`src/rtl/rwc_pkg.sv`:
```
package rwc_pkg;
  localparam int unsigned REG_W = 8;
  localparam logic [REG_W-1:0] CTRL_RST_VAL     = 8'hBF;
  localparam logic [REG_W-1:0] WAKE_DIS_RST_VAL = 8'hFF;
  localparam logic [REG_W-1:0] MODE_RST_VAL     = 8'h31;
  localparam logic [REG_W-1:0] IRQ_CLR_MASK     = 8'h09;

  typedef struct packed {
    logic por;
    logic wdt;
    logic ext;
    logic any;
  } rst_ev_t;
endpackage

```
`src/rtl/rwc_event_merge.sv`:
```
module rwc_event_merge
  import rwc_pkg::*;
(
  input  logic    por_i,
  input  logic    ext_rst_ni,
  input  logic    wdt_timeout_i,
  input  logic    wdt_en_i,
  output rst_ev_t ev_o
);
  always_comb begin
    ev_o.por = por_i;
    ev_o.ext = ~ext_rst_ni;
    ev_o.wdt = wdt_timeout_i & wdt_en_i;
    ev_o.any = ev_o.por | ev_o.ext | ev_o.wdt;
  end
endmodule

```
`src/rtl/rwc_ost_timer.sv`:
```
module rwc_ost_timer #(
  parameter int unsigned OST_CYCLES = 2250000
) (
  input  logic clk_i,
  input  logic rst_ni,
  input  logic start_i,
  input  logic por_i,
  output logic busy_o,
  output logic por_clr_o
);
  localparam int unsigned CW = (OST_CYCLES > 1) ? $clog2(OST_CYCLES) : 1;
  localparam logic [CW-1:0] LAST = CW'(OST_CYCLES - 1);

  logic [CW-1:0] cnt_q;
  logic          busy_q;
  logic          por_seen_q;
  logic          done;

  assign done = busy_q && !start_i && (cnt_q == LAST);

  always_ff @(posedge clk_i or negedge rst_ni) begin
    if (!rst_ni) begin
      cnt_q  <= '0;
      busy_q <= 1'b1;
    end else if (start_i) begin
      cnt_q  <= '0;
      busy_q <= 1'b1;
    end else if (busy_q) begin
      if (cnt_q == LAST) busy_q <= 1'b0;
      else               cnt_q  <= cnt_q + 1'b1;
    end
  end

  always_ff @(posedge clk_i or negedge rst_ni) begin
    if (!rst_ni)    por_seen_q <= 1'b1;
    else if (por_i) por_seen_q <= 1'b1;
    else if (done)  por_seen_q <= 1'b0;
  end

  assign busy_o    = busy_q;
  assign por_clr_o = busy_q & por_seen_q;

  // any new cause restarts the window
  assert_restart_R3: assert property (@(posedge clk_i) disable iff (!rst_ni)
    start_i |=> (busy_q && cnt_q == '0));
  // window closes right after its final count
  assert_release_R2: assert property (@(posedge clk_i) disable iff (!rst_ni)
    (busy_q && !start_i && cnt_q == LAST) |=> !busy_q);
  // non power-on start never raises the power-on clear
  assert_por_clr_R5: assert property (@(posedge clk_i) disable iff (!rst_ni)
    (start_i && !por_i && !busy_q) |=> !por_clr_o);
endmodule

```
`src/rtl/rwc_sleep_ctrl.sv`:
```
module rwc_sleep_ctrl (
  input  logic clk_i,
  input  logic rst_ni,
  input  logic sleep_i,
  input  logic slp_ctrl_i,
  input  logic wdt_en_i,
  input  logic wake_i,
  input  logic busy_i,
  output logic sleep_go_o,
  output logic asleep_o,
  output logic deep_o,
  output logic slp_wdt_clr_o
);
  logic asleep_q, deep_q, clr_q;

  assign sleep_go_o = sleep_i & ~busy_i & ~asleep_q & ~wake_i;

  always_ff @(posedge clk_i or negedge rst_ni) begin
    if (!rst_ni) begin
      asleep_q <= 1'b0;
      deep_q   <= 1'b0;
      clr_q    <= 1'b0;
    end else begin
      clr_q <= sleep_go_o & wdt_en_i;
      if (wake_i) begin
        asleep_q <= 1'b0;
        deep_q   <= 1'b0;
      end else if (sleep_go_o) begin
        asleep_q <= 1'b1;
        deep_q   <= ~slp_ctrl_i;
      end
    end
  end

  assign asleep_o      = asleep_q;
  assign deep_o        = deep_q & asleep_q;
  assign slp_wdt_clr_o = clr_q;

  // never asleep while the start-up window runs
  assert_no_sleep_in_rst_R7: assert property (@(posedge clk_i) disable iff (!rst_ni)
    busy_i |-> !asleep_q);
  // sleep mode held while asleep
  assert_mode_hold_R8: assert property (@(posedge clk_i) disable iff (!rst_ni)
    (asleep_q && !wake_i) |=> $stable(deep_q));
endmodule

```
`src/rtl/rwc_cause_flags.sv`:
```
module rwc_cause_flags
  import rwc_pkg::*;
(
  input  logic    clk_i,
  input  logic    rst_ni,
  input  rst_ev_t ev_i,
  input  logic    sleep_go_i,
  output logic    flag_t_o,
  output logic    flag_p_o
);
  logic t_q, p_q;

  always_ff @(posedge clk_i or negedge rst_ni) begin
    if (!rst_ni) begin
      t_q <= 1'b1;
      p_q <= 1'b1;
    end else if (ev_i.por) begin
      t_q <= 1'b1;
      p_q <= 1'b1;
    end else if (ev_i.wdt) begin
      t_q <= 1'b0;
    end else if (sleep_go_i) begin
      t_q <= 1'b1;
      p_q <= 1'b0;
    end
  end

  assign flag_t_o = t_q;
  assign flag_p_o = p_q;

  // power-on wins over every other cause
  assert_por_flags_R10: assert property (@(posedge clk_i) disable iff (!rst_ni)
    ev_i.por |=> (t_q && p_q));
  // external reset alone leaves flags alone
  assert_ext_keep_R10: assert property (@(posedge clk_i) disable iff (!rst_ni)
    (ev_i.ext && !ev_i.por && !ev_i.wdt) |=> ($stable(t_q) && $stable(p_q)));
endmodule

```
`src/rtl/rst_wake_ctrl.sv`:
```
module rst_wake_ctrl
  import rwc_pkg::*;
#(
  parameter int unsigned OST_CYCLES = 2250000
) (
  input  logic             clk_i,
  input  logic             rst_ni,
  input  logic             por_i,
  input  logic             ext_rst_ni,
  input  logic             wdt_timeout_i,
  input  logic             wdt_en_i,
  input  logic             sleep_i,
  input  logic             slp_ctrl_i,
  output logic             core_rst_o,
  output logic             pc_preset_o,
  output logic             io_hiz_o,
  output logic             wdt_clr_o,
  output logic             por_clr_o,
  output logic             flag_t_o,
  output logic             flag_p_o,
  output logic             sleep_o,
  output logic             sleep2_o,
  output logic [REG_W-1:0] ctrl_rst_val_o,
  output logic [REG_W-1:0] wake_dis_rst_val_o,
  output logic [REG_W-1:0] mode_rst_val_o,
  output logic [REG_W-1:0] irq_clr_mask_o
);
  rst_ev_t ev;
  logic    busy, sleep_go, slp_clr;

  rwc_event_merge u_merge (
    .por_i(por_i), .ext_rst_ni(ext_rst_ni), .wdt_timeout_i(wdt_timeout_i),
    .wdt_en_i(wdt_en_i), .ev_o(ev)
  );

  rwc_ost_timer #(.OST_CYCLES(OST_CYCLES)) u_timer (
    .clk_i(clk_i), .rst_ni(rst_ni), .start_i(ev.any), .por_i(ev.por),
    .busy_o(busy), .por_clr_o(por_clr_o)
  );

  rwc_sleep_ctrl u_sleep (
    .clk_i(clk_i), .rst_ni(rst_ni), .sleep_i(sleep_i), .slp_ctrl_i(slp_ctrl_i),
    .wdt_en_i(wdt_en_i), .wake_i(ev.any), .busy_i(busy), .sleep_go_o(sleep_go),
    .asleep_o(sleep_o), .deep_o(sleep2_o), .slp_wdt_clr_o(slp_clr)
  );

  rwc_cause_flags u_flags (
    .clk_i(clk_i), .rst_ni(rst_ni), .ev_i(ev), .sleep_go_i(sleep_go),
    .flag_t_o(flag_t_o), .flag_p_o(flag_p_o)
  );

  assign core_rst_o  = busy;
  assign pc_preset_o = busy;
  assign io_hiz_o    = busy;
  assign wdt_clr_o   = busy | slp_clr;

  assign ctrl_rst_val_o     = CTRL_RST_VAL;
  assign wake_dis_rst_val_o = WAKE_DIS_RST_VAL;
  assign mode_rst_val_o     = MODE_RST_VAL;
  assign irq_clr_mask_o     = IRQ_CLR_MASK;

  // a disabled watchdog timeout cannot start a reset
  assert_ignore_wdt_R1: assert property (@(posedge clk_i) disable iff (!rst_ni)
    (!core_rst_o && !por_i && ext_rst_ni && !wdt_en_i) |=> !core_rst_o);
  // sleep entry with the watchdog on clears it
  assert_sleep_wdt_clr_R4: assert property (@(posedge clk_i) disable iff (!rst_ni)
    (sleep_i && !core_rst_o && !sleep_o && !ev.any && wdt_en_i) |=> (wdt_clr_o && sleep_o));
  // wake-up forces a full reset
  assert_wake_R9: assert property (@(posedge clk_i) disable iff (!rst_ni)
    (sleep_o && ev.any) |=> (!sleep_o && !sleep2_o && core_rst_o));
endmodule

```
`config.mk`:
```
export PLATFORM = sky130hd
export DESIGN_NAME = rst_wake_ctrl
export DESIGN_NICKNAME = d
export VERILOG_FILES = /design/src/rtl/rwc_pkg.sv /design/src/rtl/rwc_event_merge.sv /design/src/rtl/rwc_ost_timer.sv /design/src/rtl/rwc_sleep_ctrl.sv /design/src/rtl/rwc_cause_flags.sv /design/src/rtl/rst_wake_ctrl.sv
export SDC_FILE = /design/constraint.sdc
export NUM_CORES = 1
export LEC_CHECK = 0
export ABC_CLOCK_PERIOD_IN_PS = 4700
export CAP_MARGIN = 20
export CORE_UTILIZATION = 50
export CTS_BUF_LIST = sky130_fd_sc_hd__clkbuf_4 sky130_fd_sc_hd__clkbuf_8
export DETAILED_ROUTE_END_ITERATION = 6
export PLACE_DENSITY = 0.78
export SLEW_MARGIN = 20
export SYNTH_ARGS = -nofsm -noshare
export SYNTH_HDL_FRONTEND = slang
export SYNTH_SLANG_ARGS = --single-unit
```
`constraint.sdc`:
```
create_clock -name clk_i -period 4.7 [get_ports clk_i]
set_input_delay 1.41 -clock clk_i [delete_from_list [all_inputs] [get_ports clk_i]]
set_output_delay 1.41 -clock clk_i [all_outputs]
set_load 0.02 [all_outputs]
```
==> summary.md <==
| Metric | Value |
|---|---|
| WP data required | `3.29 ns` |
| FF+latch count, synth | `29` |
| RSZ-0062 raised after global routing | `no` |
| Critical path class | `flip-flop to primary output` |
| ANT cells | `0` |
| Reg clk slew, reported paths | `0.06 ns` |
| CTS root buffer | `clkbuf_8` |
| FP Rows | `21` |
| Crit-path slowest cell | `dfstp_2` |
| Chip height | `62.92 µm` |
| Arr. time, crit path | `1.72 ns` |
| Worst-skew pair later-pin latency | `0.28 ns` |
| CP Capture Type | `primary output` |
| Status | `finished clean` |
| Top Ports | `49` |
| Placed standard-cell area | `1882 µm²` |
| Vias in the first global route | `1190` |
| DRT Pass-1 Iters | `4` |
| Worst Path Buf+Inv | `1` |
| Detailed Route WL | `3376 µm` |
| Initial drt markers | `65` |
| Top post-synthesis cells by area | `dfrtp_1 34%, buf_4 14%, dfstp_2 5.7%` |
| Final worst-path cycle share | `66.58%` |
| Number of enable flip-flop cells after synthesis | `0` |
| Die width | `62.92 µm` |
| Max_cap viols | `0` |
| PortBufs | `16` |
| Type of origin of the critical path | `flip-flop` |
| Total GRT Usage | `18.60%` |
| Pin count of the biggest net entering global routing | `30` |
| Antenna violations before repair | `0` |
| Synth Cell Area | `1856 µm²` |
| Vias/cell | `5.296` |
| Final instance area | `1973 µm²` |
| Sink Count | `29` |
| Cts hold-fix bufs | `0` |
| Dpl ws | `1.395 ns` |
| Leakage power | `0.8185 nW` |
| Area of the core | `3442 µm²` |
| Max-slew violation count | `0` |
| GRT overflow | `0` |
| H-tree level count | `2` |
| Crit-path leading delay family | `flip-flops` |
| Slew HR | `50.58%` |
| Worst-Margin Slew | `0.7413 ns` |
| Syn avg cell area | `9.371 µm²` |
| WL per Instance | `13.14 µm` |
| Crit-path cells | `and2_1 > clkdlybuf4s50_1` |
| Final Wtd Congestion | `0.7724` |
| Worst min path class | `flip-flop to flip-flop` |
| Area leader, netlist | `dfrtp_1` |
| Initial Util | `53.91%` |
| FFs w/ async S/R, synth | `100.0%` |
| Critical-path maximum fanout | `14` |
| Cells after DPL | `249` |
| Total number of yosys warnings | `0` |
| VDD IR-drop max | `166.1 µV` |
| Synth top area share | `33.72%` |
| Clock Skew | `0.002451 ns` |
| Pwr dens | `258.7 nW/µm²` |
| Post-CTS Setup Bufs | `0` |
| Fill cell count | `334` |
| Hpwl dp | `2409 µm` |
| Final setup fails | `0` |
| Final Hold Vio Count | `0` |
| Fin nets | `219` |
| Clk buf depth | `2` |
| Post-CTS resize count | `0` |
| Yosys cell types | `45` |
| Final worst slack | `1.571 ns` |
| Area Overhead vs Synth | `6.338%` |
| Synth Instances | `198` |
| Max Freq | `319.6 MHz` |
| Period minus WS final | `3.129 ns` |
| Post-route ant nets | `0` |
| Post-synthesis sequential area ratio | `39.38%` |
| Synth Flop Type | `dfrtp_1` |
| CTS tree | `yes` |
| Finished Layout Cells | `257` |
| Setup TNS | `0 ns` |
| Share of cells above drive strength 1 | `11.85%` |
| Critical path's largest stage delay | `0.68 ns` |
| Total CTS buffers | `5` |
| Total number of vias | `1361` |
| DR DRC count | `0` |
| Die ar. | `3959 µm²` |
| Final Util | `57.32%` |
| First-pass GRT wire length | `5609 µm` |
==> worst paths after layout <==
kind | depth (start not counted) | startpoint | slack (ns) | endpoint
max reg2reg | 3 | u_timer.busy_o$_DFF_PN1_ | 2.71 | u_timer.cnt_q[19]$_DFFE_PN0P_
min reg2reg | 1 | u_timer.por_seen_q$_DFFE_PN1P_ | 0.51 | u_timer.por_seen_q$_DFFE_PN1P_
min | 1 | u_timer.por_seen_q$_DFFE_PN1P_ | 0.51 | u_timer.por_seen_q$_DFFE_PN1P_
min in group asynchronous | 2 | rst_ni | 1.51 | u_timer.cnt_q[11]$_DFFE_PN0P_
max | 2 | u_timer.busy_o$_DFF_PN1_ | 1.57 | por_clr_o
max in group asynchronous | 2 | rst_ni | 2.88 | u_flags.flag_t_o$_DFFE_PN1P_
==> routing by layer <==
layer  up-vias  track usage [%]  part of all wire, %
li1        664                -                    -
met5         -                0                    0
met1       652            22.15                   46
met4         0            8.721                  1.7
met2        39            30.24                   48
met3         6            5.839                  4.4
==> synthesized netlist by cell type, types with 2 or more instances <==
| cell | number |
|---|---|
| a21oi_1 | 12 |
| and2_1 | 3 |
| o21a_1 | 2 |
| dfstp_2 | 4 |
| o21ai_0 | 5 |
| nand3_1 | 10 |
| dfrtp_1 | 25 |
| a211oi_1 | 4 |
| inv_1 | 4 |
| mux2i_1 | 4 |
| nand2b_1 | 2 |
| or3_2 | 2 |
| nor2_1 | 9 |
| buf_6 | 2 |
| and3_1 | 4 |
| or4_1 | 8 |
| buf_4 | 34 |
| nand4_1 | 4 |
| nand2_1 | 15 |
| xor2_1 | 3 |
| or3_1 | 5 |
| and4_1 | 3 |
| clkbuf_1 | 4 |
| conb_1 | 2 |
| nor4_1 | 2 |
| o31ai_1 | 7 |
==> metrics by stage <==
step | power (mW) | hold slack [ns]
6_report | 0.5104 | 0.5114
3_5_place_dp | 0.3032 | 0.5041
5_1_grt | 0.5325 | 0.5217
2_1_floorplan | 0.3093 | 0.4906
3_3_place_gp | 0.3027 | 0.5025
4_1_cts | 0.5173 | 0.5127
==> cell type report <==
class / count / area [µm²] / share of cell area, %
inverters: 4 / 15.01 / 0.7609
well taps: 46 / 57.56 / 2.917
flip-flops and latches: 29 / 730.7 / 37.03
repair buffers: 17 / 167.7 / 8.497
clock buffers: 8 / 91.34 / 4.629
multi-input cells: 153 / 910.9 / 46.16
==> sequential cells by signal, indices dropped and copies added, names as in the netlist <==
register	flops
u_sleep.asleep_o	1
u_flags.flag_t_o	1
u_flags.flag_p_o	1
u_timer.por_seen_q	1
u_sleep.slp_wdt_clr_o	1
u_sleep.deep_q	1
u_timer.cnt_q	22
u_timer.busy_o	1
==> cells in the final DEF (no fill, tap or decap), types with 2 or more instances in the layout <==
master	Yosys	routed
a211oi_1	4	4
a21oi_1	12	12
and2_1	3	3
and3_1	4	4
and4_1	3	3
clkbuf_4	0	3
clkbuf_8	1	5
clkdlybuf4s50_1	0	16
conb_1	2	32
dfrtp_1	25	25
dfstp_2	4	4
inv_1	4	4
mux2i_1	4	4
nand2_1	15	15
nand2b_1	2	2
nand3_1	10	10
nand4_1	4	4
nor2_1	9	9
nor4_1	2	2
o21a_1	2	2
o21ai_0	5	5
o31ai_1	7	7
or3_1	5	5
or3_2	2	2
or4_1	8	8
xor2_1	3	3
==> power breakdown <==
group,switching (mW),internal [mW],leakage [nW]
Combinational,0.0358,0.0101,0.378
Clock,0.0896,0.122,0.0498
Sequential,0.00118,0.252,0.391
Total,0.127,0.384,0.818
==> cells by family after synthesis <==
| logic type | synth area share [%] |
|---|---|
| simple gates | 25.69 |
| buf+inv | 17.60 |
| compound gates | 12.21 |
| flops | 39.38 |
| xor+xnor | 1.888 |
| mux | 2.158 |
| other cells | 0.4047 |
| fa+ha+maj | 0.6742 |
Power figures use the tool's default switching activity.
